### src/rtl/ecc_log_pkg.sv
`timescale 1ns/1ps
package ecc_log_pkg;
  typedef enum logic [1:0] {
    ST_NONE = 2'b00,
    ST_DED  = 2'b01,
    ST_SEC  = 2'b10
  } ecc_st_e;
endpackage

### src/rtl/ecc_port_field.sv
`timescale 1ns/1ps
// One port's 2-bit status code: double-bit wins, no downgrade, event beats clear.
module ecc_port_field
  import ecc_log_pkg::*;
(
  input  logic       clk,
  input  logic       rst,
  input  logic       sec,
  input  logic       ded,
  input  logic [1:0] clr_mask,
  output logic [1:0] field
);
  logic [1:0] kept;
  logic [1:0] nxt;

  always_comb begin
    kept = field & ~clr_mask;
    if (ded)
      nxt = ST_DED;
    else if (sec && kept != ST_DED)
      nxt = ST_SEC;
    else
      nxt = kept;
  end

  always_ff @(posedge clk) begin
    if (rst) field <= ST_NONE;
    else     field <= nxt;
  end
endmodule

### src/rtl/ecc_sat_counter.sv
`timescale 1ns/1ps
// Saturating counter; clear has priority over increment.
module ecc_sat_counter #(
  parameter int W = 3
) (
  input  logic         clk,
  input  logic         rst,
  input  logic         inc,
  input  logic         clr,
  output logic [W-1:0] cnt
);
  localparam logic [W-1:0] TOP = '1;

  always_ff @(posedge clk) begin
    if (rst)                    cnt <= '0;
    else if (clr)               cnt <= '0;
    else if (inc && cnt != TOP) cnt <= cnt + W'(1);
  end
endmodule

### src/rtl/ecc_w1c_bits.sv
`timescale 1ns/1ps
// Sticky bits, cleared by ones, set wins. Next value exported for registered outputs.
module ecc_w1c_bits #(
  parameter int W = 2
) (
  input  logic         clk,
  input  logic         rst,
  input  logic [W-1:0] set,
  input  logic [W-1:0] clr,
  output logic [W-1:0] bits,
  output logic [W-1:0] bits_nxt
);
  assign bits_nxt = (bits & ~clr) | set;

  always_ff @(posedge clk) begin
    if (rst) bits <= '0;
    else     bits <= bits_nxt;
  end
endmodule

### src/rtl/ecc_evt_logger.sv
`timescale 1ns/1ps
module ecc_evt_logger #(
  parameter  int NPORTS = 2,
  parameter  int CNT_W  = 3,
  localparam int STAT_W = 2*NPORTS + CNT_W + 3
) (
  input  logic              clk,
  input  logic              rst,
  input  logic [NPORTS-1:0] sec_evt,
  input  logic [NPORTS-1:0] ded_evt,
  input  logic              en_sec,
  input  logic              en_ded,
  input  logic              cmd_req,
  input  logic              cmd_busy,
  output logic              cmd_accept,
  input  logic              reg_wr,
  input  logic [STAT_W-1:0] reg_wdata,
  output logic [STAT_W-1:0] rd_data,
  output logic              irq
);
  localparam int FLD_W    = 2*NPORTS;
  localparam int CNT_LO   = FLD_W;
  localparam int CAUSE_LO = FLD_W + CNT_W;
  localparam int OVL_BIT  = CAUSE_LO + 2;

  logic [STAT_W-1:0] wmask;
  logic [FLD_W-1:0]  fld;
  logic [CNT_W-1:0]  cnt;
  logic [1:0]        cause;
  logic [1:0]        cause_n;
  logic              ovl;
  logic              any_sec;
  logic              any_ded;
  logic              cnt_inc;
  logic              cnt_clr;

  assign wmask   = reg_wr ? reg_wdata : '0;
  assign any_sec = |sec_evt;
  assign any_ded = |ded_evt;

  for (genvar p = 0; p < NPORTS; p++) begin : g_port
    ecc_port_field u_fld (
      .clk      (clk),
      .rst      (rst),
      .sec      (sec_evt[p]),
      .ded      (ded_evt[p]),
      .clr_mask (wmask[2*p +: 2]),
      .field    (fld[2*p +: 2])
    );
  end

  ecc_w1c_bits #(.W(2)) u_cause (
    .clk      (clk),
    .rst      (rst),
    .set      ({any_sec & en_sec, any_ded & en_ded}),
    .clr      (wmask[CAUSE_LO +: 2]),
    .bits     (cause),
    .bits_nxt (cause_n)
  );

  // repeat corrections only: cause bit for corrections must already be set
  assign cnt_inc = en_sec & any_sec & cause[1];
  assign cnt_clr = (|wmask[FLD_W-1:0]) | (|wmask[CNT_LO +: CNT_W]);

  ecc_sat_counter #(.W(CNT_W)) u_cnt (
    .clk (clk),
    .rst (rst),
    .inc (cnt_inc),
    .clr (cnt_clr),
    .cnt (cnt)
  );

  always_ff @(posedge clk) begin
    if (rst) begin
      ovl        <= 1'b0;
      cmd_accept <= 1'b0;
      irq        <= 1'b0;
    end else begin
      ovl        <= (ovl & ~wmask[OVL_BIT]) | (cmd_req & cmd_busy);
      cmd_accept <= cmd_req & ~cmd_busy;
      irq        <= |(cause_n & {en_sec, en_ded});
    end
  end

  assign rd_data = {ovl, cause, cnt, fld};
endmodule

### config.mk
export PLATFORM = sky130hd
export DESIGN_NAME = ecc_evt_logger
export DESIGN_NICKNAME = d
export VERILOG_FILES = /design/src/rtl/ecc_log_pkg.sv /design/src/rtl/ecc_port_field.sv /design/src/rtl/ecc_sat_counter.sv /design/src/rtl/ecc_w1c_bits.sv /design/src/rtl/ecc_evt_logger.sv
export SDC_FILE = /design/constraint.sdc
export NUM_CORES = 1
export LEC_CHECK = 0
export CORE_ASPECT_RATIO = 1.25
export CORE_MARGIN = 3
export CORE_UTILIZATION = 32
export CTS_BUF_LIST = sky130_fd_sc_hd__clkbuf_8 sky130_fd_sc_hd__clkbuf_16
export DETAILED_ROUTE_END_ITERATION = 10
export PLACE_DENSITY = 0.81
export SLEW_MARGIN = 20
export SYNTH_ARGS = -nofsm -noshare
export SYNTH_HDL_FRONTEND = slang
export SYNTH_SLANG_ARGS = --single-unit
### constraint.sdc
create_clock -name clk -period 1.4 [get_ports clk]
set_input_delay 0.28 -clock clk [delete_from_list [all_inputs] [get_ports clk]]
set_output_delay 0.28 -clock clk [all_outputs]
set_load 0.005 [all_outputs]
Word level (Yosys, flattened, before mapping)
Cells that the tools add are included.
Widths: inputs -> output; s select.
{"block": "totals", "ff_bits": 12, "in_bits": 21}
{"block": "classes", "add_sub_neg": 1, "eq_ne": 3, "n_reduce_logical": 11, "bitwise_logic": 18, "muxes": 5}
{"op": "$reduce_or 2->1", "count": 6}
{"op": "$mux 10", "count": 1}
{"op": "$and 2x2->2", "count": 4}
{"op": "$and 1x1->1", "count": 6}
{"op": "$not 2->2", "count": 3}
{"op": "$mux 2", "count": 2}
{"op": "$ne 2x1->1 const B", "count": 2}
{"op": "$reduce_or 4->1", "count": 1}
{"op": "$add 3x1->3 const B", "count": 1}
{"op": "$logic_and 1x1->1", "count": 3}
{"op": "$ne 3x3->1 const B", "count": 1}
{"op": "$reduce_or 3->1", "count": 1}
{"op": "$mux 1", "count": 2}
{"op": "$not 1->1", "count": 2}
{"op": "$or 1x1->1", "count": 2}
{"op": "$or 2x2->2", "count": 1}

Logic depth before layout (Yosys ltp)
Gate-level depths: netlist (run 1).
{"block": "logic_depth", "ltp_word": 7, "mapped_depth": 5, "mapped_depth_nobuf": 5}

Modules after synthesis
Synthesis (run 1) repeated with hierarchy kept, for this count alone.
{"block": "unflattened", "hier_cells": 62, "area_unflattened_um2": 609.3}
{"mod": "ecc_evt_logger", "cells_per_inst": 22, "area_per_inst_um2": 193.9, "n_inst": 1}
{"mod": "ecc_port_field", "cells_per_inst": 9, "area_per_inst_um2": 90.1, "n_inst": 2}
{"mod": "ecc_sat_counter", "cells_per_inst": 12, "area_per_inst_um2": 142.6, "n_inst": 1}
{"mod": "ecc_w1c_bits", "cells_per_inst": 10, "area_per_inst_um2": 92.6, "n_inst": 1}

Worst setup path before layout (run 1)
No wires, ideal clock.
{"block": "synth_path", "path_type": "register to register", "startpoint": "reg u_cnt.cnt[0]", "endpoint": "reg u_cnt.cnt[0]", "required_time_ns": 1.320, "path_stages_with_launch": 6, "t_arrival_ns": 1.354, "setup_ns": 0.080, "period_less_slack_ns": 1.434, "path_slack_ns": -0.034, "path_cell_list": "dfxtp_1 -> ha_1 -> ha_1 -> nand2b_1 -> or3_1 -> a211oi_2"}
{"block": "synth_via", "elab_chain_len": 2, "elab_cells_between_ends": 3, "classes_between": "1 x add/sub; 1 x eq/ne; 1 x reduce/logical"}
{"item": "from (decl)", "line": "ecc_sat_counter.sv:10", "text": "output logic [W-1:0] cnt"}
{"item": "from (signal assigned)", "line": "ecc_sat_counter.sv:17", "text": "else if (inc && cnt != TOP) cnt <= cnt + W'(1);"}
{"item": "parallel branches: the longest is 2 deep, another holds $add 3x1->3"}
Several ways; the timed one is not identified.
A chain may end at the register's enable or synchronous reset.

Final worst setup path (run 1)
Ends and elaborated chain as after synthesis.

==> summary.txt, run 1 <==
Status
  • Status: completed

STA
  • Final setup vio count: 0
  • Relative slew slack: 0.791
  • Tmin final: roughly 1400 ps
  • Clk_skew: 0.776 ps
  • Setup ws final: 20.0 ps
  • Hold Vio Cnt, Final: 0
  • Final Cycle Share: 0.986
  • TNS Setup: 0 ps
  • Maximum clock frequency: around 720 MHz
  • Slew Viols, Final: 0
  • Slew @ Worst Pin: around 310 ps
  • RSZ-0062 raised after global routing: true
  • Hold WS: 502 ps

Yosys
  • Count of cell types in the netlist: 25
  • Sequential-to-total area share from yosys stat: 0.441
  • Cell count after synthesis: 58
  • Cell Area, Synth: 544 um^2
  • Syn Nets: ~80
  • Avg Cell Area, Syn: 9.38 um^2
  • Synth Warn #: 0
  • Synth Register Bits: 12

Place
  • Pre-CTS setup slack: -110 ps
  • Placed cells: 115
  • # port buffers: 32
  • Routability Congestion: 0.774
  • Placed wire-length estimate: 1250 um

CTS
  • Clock tree from TritonCTS: done
  • Skew-Pair Late Insertion Delay: approximately 240 ps
  • Root Driver: clkbuf_8
  • Hold Buf Count CTS: 0
  • CTS sink cnt: 12
  • H-Tree Depth: 1
  • # Post-CTS Setup Buffers: 0
  • Reg clk slew, reported paths: 50 ps
  • CTS buffer count: 3
  • Clock Path Buffers: 2

Setup path
  • Worst path bufs/invs: 0
  • CP max-delay cell: dfxtp_2
  • Critical path, cell by cell: ha_4, ha_4, nand2b_4, or3_1, a211oi_2
  • Crit-path max FO: 4
  • Worst EP arrival: roughly 1500 ps
  • Worst path required time: 1560 ps
  • Cell family with most CP delay: simple AND/OR/NAND/NOR gates
  • Crit end category: flop
  • Most frequent cell on the critical path: ha_4
  • CP peak stage delay: 340 ps
  • CP Launch Type: flop
  • CP Class: flop to flop

Global routing
  • Grt ovf: 0
  • Antenna violations before repair: 0
  • Vias in the first global route: 575
  • Largest net degree at the start of global routing: 9
  • Gr busiest metal: met2
  • Met3 Use GR: 0.0346
  • Met1 usage: 0.178
  • Total track usage: 0.151
  • Global-route wire length before repair: around 2400 um
  • Met2 Usage GRT: 0.245

Routing
  • Wire length per cell: 14.0 um
  • TritonRoute pass-1 iters: 4
  • DR vias/cell: 4.95
  • Number of remaining DRC errors: 0
  • Routed wire length: 1650 um
  • Post-DRT Antenna Nets: 0
  • DR iter-0 viols: 3
  • Vias: 584

Power and ir drop
  • VDD IR max: 667 uV
  • Leakage power: 0.425 nW
  • Pwr Density: 841 nW/um^2

Floorplanning
  • Row cnt: 16
  • Die ar.: 2230 um^2
  • Ports: 33
  • Initial Utilization: 0.344
  • Core area: 1580 um^2
  • Height of the die: 52.1 um
  • Die width: 42.9 um

Layout
  • Commonest cells after routing, fill and taps aside: clkdlybuf4s50_1, dfxtp_1, buf_4
  • Layout area overhead: 87.4%
  • Post-Layout Cell Count: 118
  • Commonest non-fill, non-tap cell in the layout: clkdlybuf4s50_1
  • NumNets Final: 125
  • # diodes: 0
  • Share of cells above drive strength 1: 0.210

Job
  • Max-Cap Viols: 0

Hold path
  • Worst Hold Class: flop to flop
==> final cells by class <==
class	instances	area (um^2)
clock buffer	3	41.3
fill	147	562
multi-input combinational	44	325
sequential	12	244
tap	18	22.5
timing repair buffer	41	387
==> timing repair <==
action / 4_1_cts / 5_1_grt
hold endpoints to repair: 0 / 0
setup endpoints to repair: 4 / 2
gates resized for setup: 5 / 3
pin swaps: 1 / 0
==> where the power goes <==
group          switching (W)  internal [W]  total [W]
logic              0.0000608      0.000117   0.000178
registers         0.00000940      0.000360   0.000369
clock network       0.000121      0.000189   0.000310
total               0.000191      0.000667   0.000857
==> logic make-up (layout without fill, tap and decap cells) <==
kind of cell	count (synthesis)	in the layout	share of synthesized area
AOI/OAI and AO/OA	26	26	0.345
adders and majority gates	2	2	0.0460
buffers and inverters	2	44	0.0207
DFF	12	12	0.441
and+or+nand+nor	16	16	0.147
==> through the flow <==
step	total power (W)	utilization	instance area (um^2)
final	0.000857	0.645	1020
after global routing	0.000892	0.645	1020
after CTS	0.000862	0.631	997
after detailed placement	0.000554	0.605	957
after global placement	0.000552	0.605	957
after floorplan	0.000431	-	558
==> routing by layer <==
metal	share of wire	wire length (um)
met1	0.42	698
met2	0.50	831
met3	0.050	82
met4	0.023	38
met5	0	0
==> cells in the mapped netlist (all sizes together) <==
cell,instances,share of area
a211oi,3,0.051
a21bo,2,0.037
a21boi,5,0.069
a21oi,5,0.046
a22oi,1,0.014
buf,1,0.014
clkbuf,1,0.0069
dfxtp,12,0.44
ha,2,0.046
nand2,1,0.0069
nand2b,1,0.012
nand3,2,0.018
nor2,5,0.034
nor2b,1,0.012
nor3,3,0.028
nor3b,1,0.014
nor4,1,0.012
o21a,2,0.030
o21ai,6,0.062
o21ba,2,0.037
or3,1,0.012
==> final timing paths <==
| check | start | to | slack, ps | cells past startpoint |
|---|---|---|---|---|
| min reg2reg | ovl | ovl | 500 | 2 |
| min | ovl | ovl | 500 | 2 |
| max reg2reg | u_cnt.cnt[0] | u_cnt.cnt[0] | 20 | 5 |
| max | u_cnt.cnt[0] | u_cnt.cnt[0] | 20 | 5 |
==> worst reg2reg max path, stage by stage, from the launching register on <==
cell	delay, ps
dfxtp_2	340
ha_4	170
ha_4	150
nand2b_4	140
or3_1	320
a211oi_2	170
==> flip-flops by register name, indices dropped and copies added (netlist names) <==
| name | cells |
|---|---|
| cmd_accept | 1 |
| u_cnt.cnt | 3 |
| ovl | 1 |
| g_port.u_fld.field | 4 |
| u_cause.bits | 2 |
| irq | 1 |
No activity file was read; power rests on OpenSTA's default activity.
==> run 2, diff against run 1 <==
--- a/config.mk
+++ b/config.mk
@@ -5,12 +5,11 @@
 export SDC_FILE = /design/constraint.sdc
 export NUM_CORES = 1
 export LEC_CHECK = 0
-export CORE_ASPECT_RATIO = 1.25
 export CORE_MARGIN = 3
-export CORE_UTILIZATION = 32
+export CORE_UTILIZATION = 35
 export CTS_BUF_LIST = sky130_fd_sc_hd__clkbuf_8 sky130_fd_sc_hd__clkbuf_16
 export DETAILED_ROUTE_END_ITERATION = 10
-export PLACE_DENSITY = 0.81
+export PLACE_DENSITY = 0.84
 export SLEW_MARGIN = 20
 export SYNTH_ARGS = -nofsm -noshare
 export SYNTH_HDL_FRONTEND = slang
==> constraint.sdc (replaced) <==
create_clock -name clk -period 1.35 [get_ports clk]
set_input_delay 0.27 -clock clk [delete_from_list [all_inputs] [get_ports clk]]
set_output_delay 0.27 -clock clk [all_outputs]
set_load 0.005 [all_outputs]
==> summary.txt, run 2 (same netlist as run 1, synthesis figures left out) <==
Floorplanning
  • Core area: 1380 um^2
  • Initial Utilization: 0.394
  • Row cnt: 13
  • Die ar.: 2060 um^2
  • Ports: 33
  • Height of the die: 45.4 um
  • Die width: 45.4 um

Power and ir drop
  • Pwr Density: 847 nW/um^2
  • Seq pwr share: 0.427
  • Pwr Total: 0.000895 W
  • VDD IR max: approximately 670 uV
  • Combinational fraction of design power: 0.216
  • Clock share of power: 0.357
  • Sw frac: 0.229
  • Internal: 0.000690 W
  • NetSw: 0.000205 W
  • Leakage power: 0.499 nW

Hold path
  • Worst Hold Class: flop to flop

Setup path
  • Crit end category: flop
  • R2R setup slack: -20 ps
  • Worst path required time: 1500 ps
  • Crit-path max FO: 4
  • R2R depth: 5
  • Critical path startpoint: u_cnt.cnt[0]
  • R2R Path Start: u_cnt.cnt[0]
  • CP Class: flop to flop
  • Worst EP arrival: 1520 ps
  • Reg-to-reg endpoint: u_cnt.cnt[0]
  • End point of the critical path: u_cnt.cnt[0]
  • CP Launch Type: flop

STA
  • Clk_skew: 7.33 ps
  • Relative slew slack: 0.785
  • Hold WS: 504 ps
  • Tmin final: roughly 1400 ps
  • Slew @ Worst Pin: 322 ps
  • Final setup vio count: 1
  • Final Cycle Share: 1.01
  • Hold Vio Cnt, Final: 0
  • Maximum clock frequency: between 700 and 800 MHz
  • Setup ws final: -18.3 ps
  • Slew Viols, Final: 0
  • RSZ-0062 raised after global routing: true
  • TNS Setup: -18.3 ps

Global routing
  • Global-route wire length before repair: between 2000 and 3000 um
  • Antenna violations before repair: 0
  • Grt ovf: 0
  • Vias in the first global route: 597
  • Total track usage: 0.183
  • Largest net degree at the start of global routing: 9

Layout
  • NumNets Final: between 100 and 150
  • # diodes: 0
  • Biggest regs: g_port.u_fld.field: 4 flops, u_cnt.cnt: 3 flops, u_cause.bits: 2 flops
  • Layout area overhead: 94.0%
  • Post-Layout Cell Count: roughly 120
  • Commonest non-fill, non-tap cell in the layout: clkdlybuf4s50_1
  • Fill count: around 100
  • Multi-input gate area: 340 um^2
  • Max FFs per register: 4
  • Finished Cell Area: 1060 um^2
  • Share of cells above drive strength 1: 0.245
  • Sequential Area: around 250 um^2
  • Commonest cells after routing, fill and taps aside: clkdlybuf4s50_1, buf_4, dfxtp_1
  • Most flops, register: g_port.u_fld.field

Place
  • DP Area: 990 um^2
  • # port buffers: 32
  • Placed wire-length estimate: 1310 um
  • Routability Congestion: 0.723
  • Placed cells: 114

Routing
  • Post-DRT Antenna Nets: 0
  • Vias: 631
  • Routed wire length: 1700 um
  • TritonRoute pass-1 iters: 4
  • Number of remaining DRC errors: 0
  • DR iter-0 viols: 23
  • Wire length per cell: 14.5 um
  • DR vias/cell: 5.39

Job
  • Max-Cap Viols: 0

CTS
  • Skew-Pair Late Insertion Delay: 240 ps
  • Clock tree from TritonCTS: done
  • Reg clk slew, reported paths: 50 ps
  • CTS buffer count: 3
  • Clock Path Buffers: 2
  • Root Driver: clkbuf_8
  • H-Tree Depth: 1
  • CTS sink cnt: 12
  • Hold Buf Count CTS: 0

Status
  • Violated checks: setup timing
  • Status: finished with violations
==> run 2: area by class of cell <==
cell class / instances / area share
Timing Repair Buffer: 43 / 0.386
Multi-Input combinational cell: 44 / 0.322
Sequential cell: 12 / 0.235
Clock buffer: 3 / 0.0391
Tap cell: 15 / 0.0178
==> run 2: power by group through the flow <==
| stage | logic [W] | clock network, W | registers (W) |
|---|---|---|---|
| after floorplan | 0.0000566 | 0 | 0.000391 |
| after global placement | 0.000187 | 0 | 0.000390 |
| after detailed placement | 0.000192 | 0 | 0.000389 |
| after CTS | 0.000192 | 0.000322 | 0.000382 |
| after global routing | 0.000206 | 0.000346 | 0.000384 |
| final | 0.000193 | 0.000320 | 0.000382 |
==> run 2: repair_timing <==
item                       4_1_cts  5_1_grt
setup endpoints to repair        7        8
resized for setup               10        6
pin swaps                        2        1
buffers inserted                 0        0
==> run 2: stage by stage <==
| step | utilization | setup slack (ps) |
|---|---|---|
| CTS | 0.748 | -60.1 |
| floorplan | - | -22.1 |
| global placement | 0.716 | -114 |
| detailed placement | 0.716 | -169 |
| finish | 0.764 | -18.3 |
| global route | 0.764 | -66.4 |
==> run 2: worst min-delay path by stage <==
stage | start | endpoint | slack (ps) | cells after the start
floorplan | cmd_busy | cmd_accept | 350 | 1
global placement | ovl | ovl | 490 | 2
detailed placement | ovl | ovl | 490 | 2
CTS | ovl | ovl | 500 | 2
global route | ovl | ovl | 560 | 2
finish | ovl | ovl | 500 | 2
==> run 2: critical path: stages (launching register included) <==
cell and delay [ps]:
dfxtp_2 330, ha_4 160, ha_4 150, nand2b_4 140, or3_1 320, a211oi_2 180
==> run 2: per-layer routing <==
metal,global-route usage,vias to the layer above,part of all wire
li1,-,306,-
met1,0.188,293,0.39
met2,0.326,28,0.52
met3,0.0514,4,0.075
met4,0.105,0,0.013
met5,0,-,0
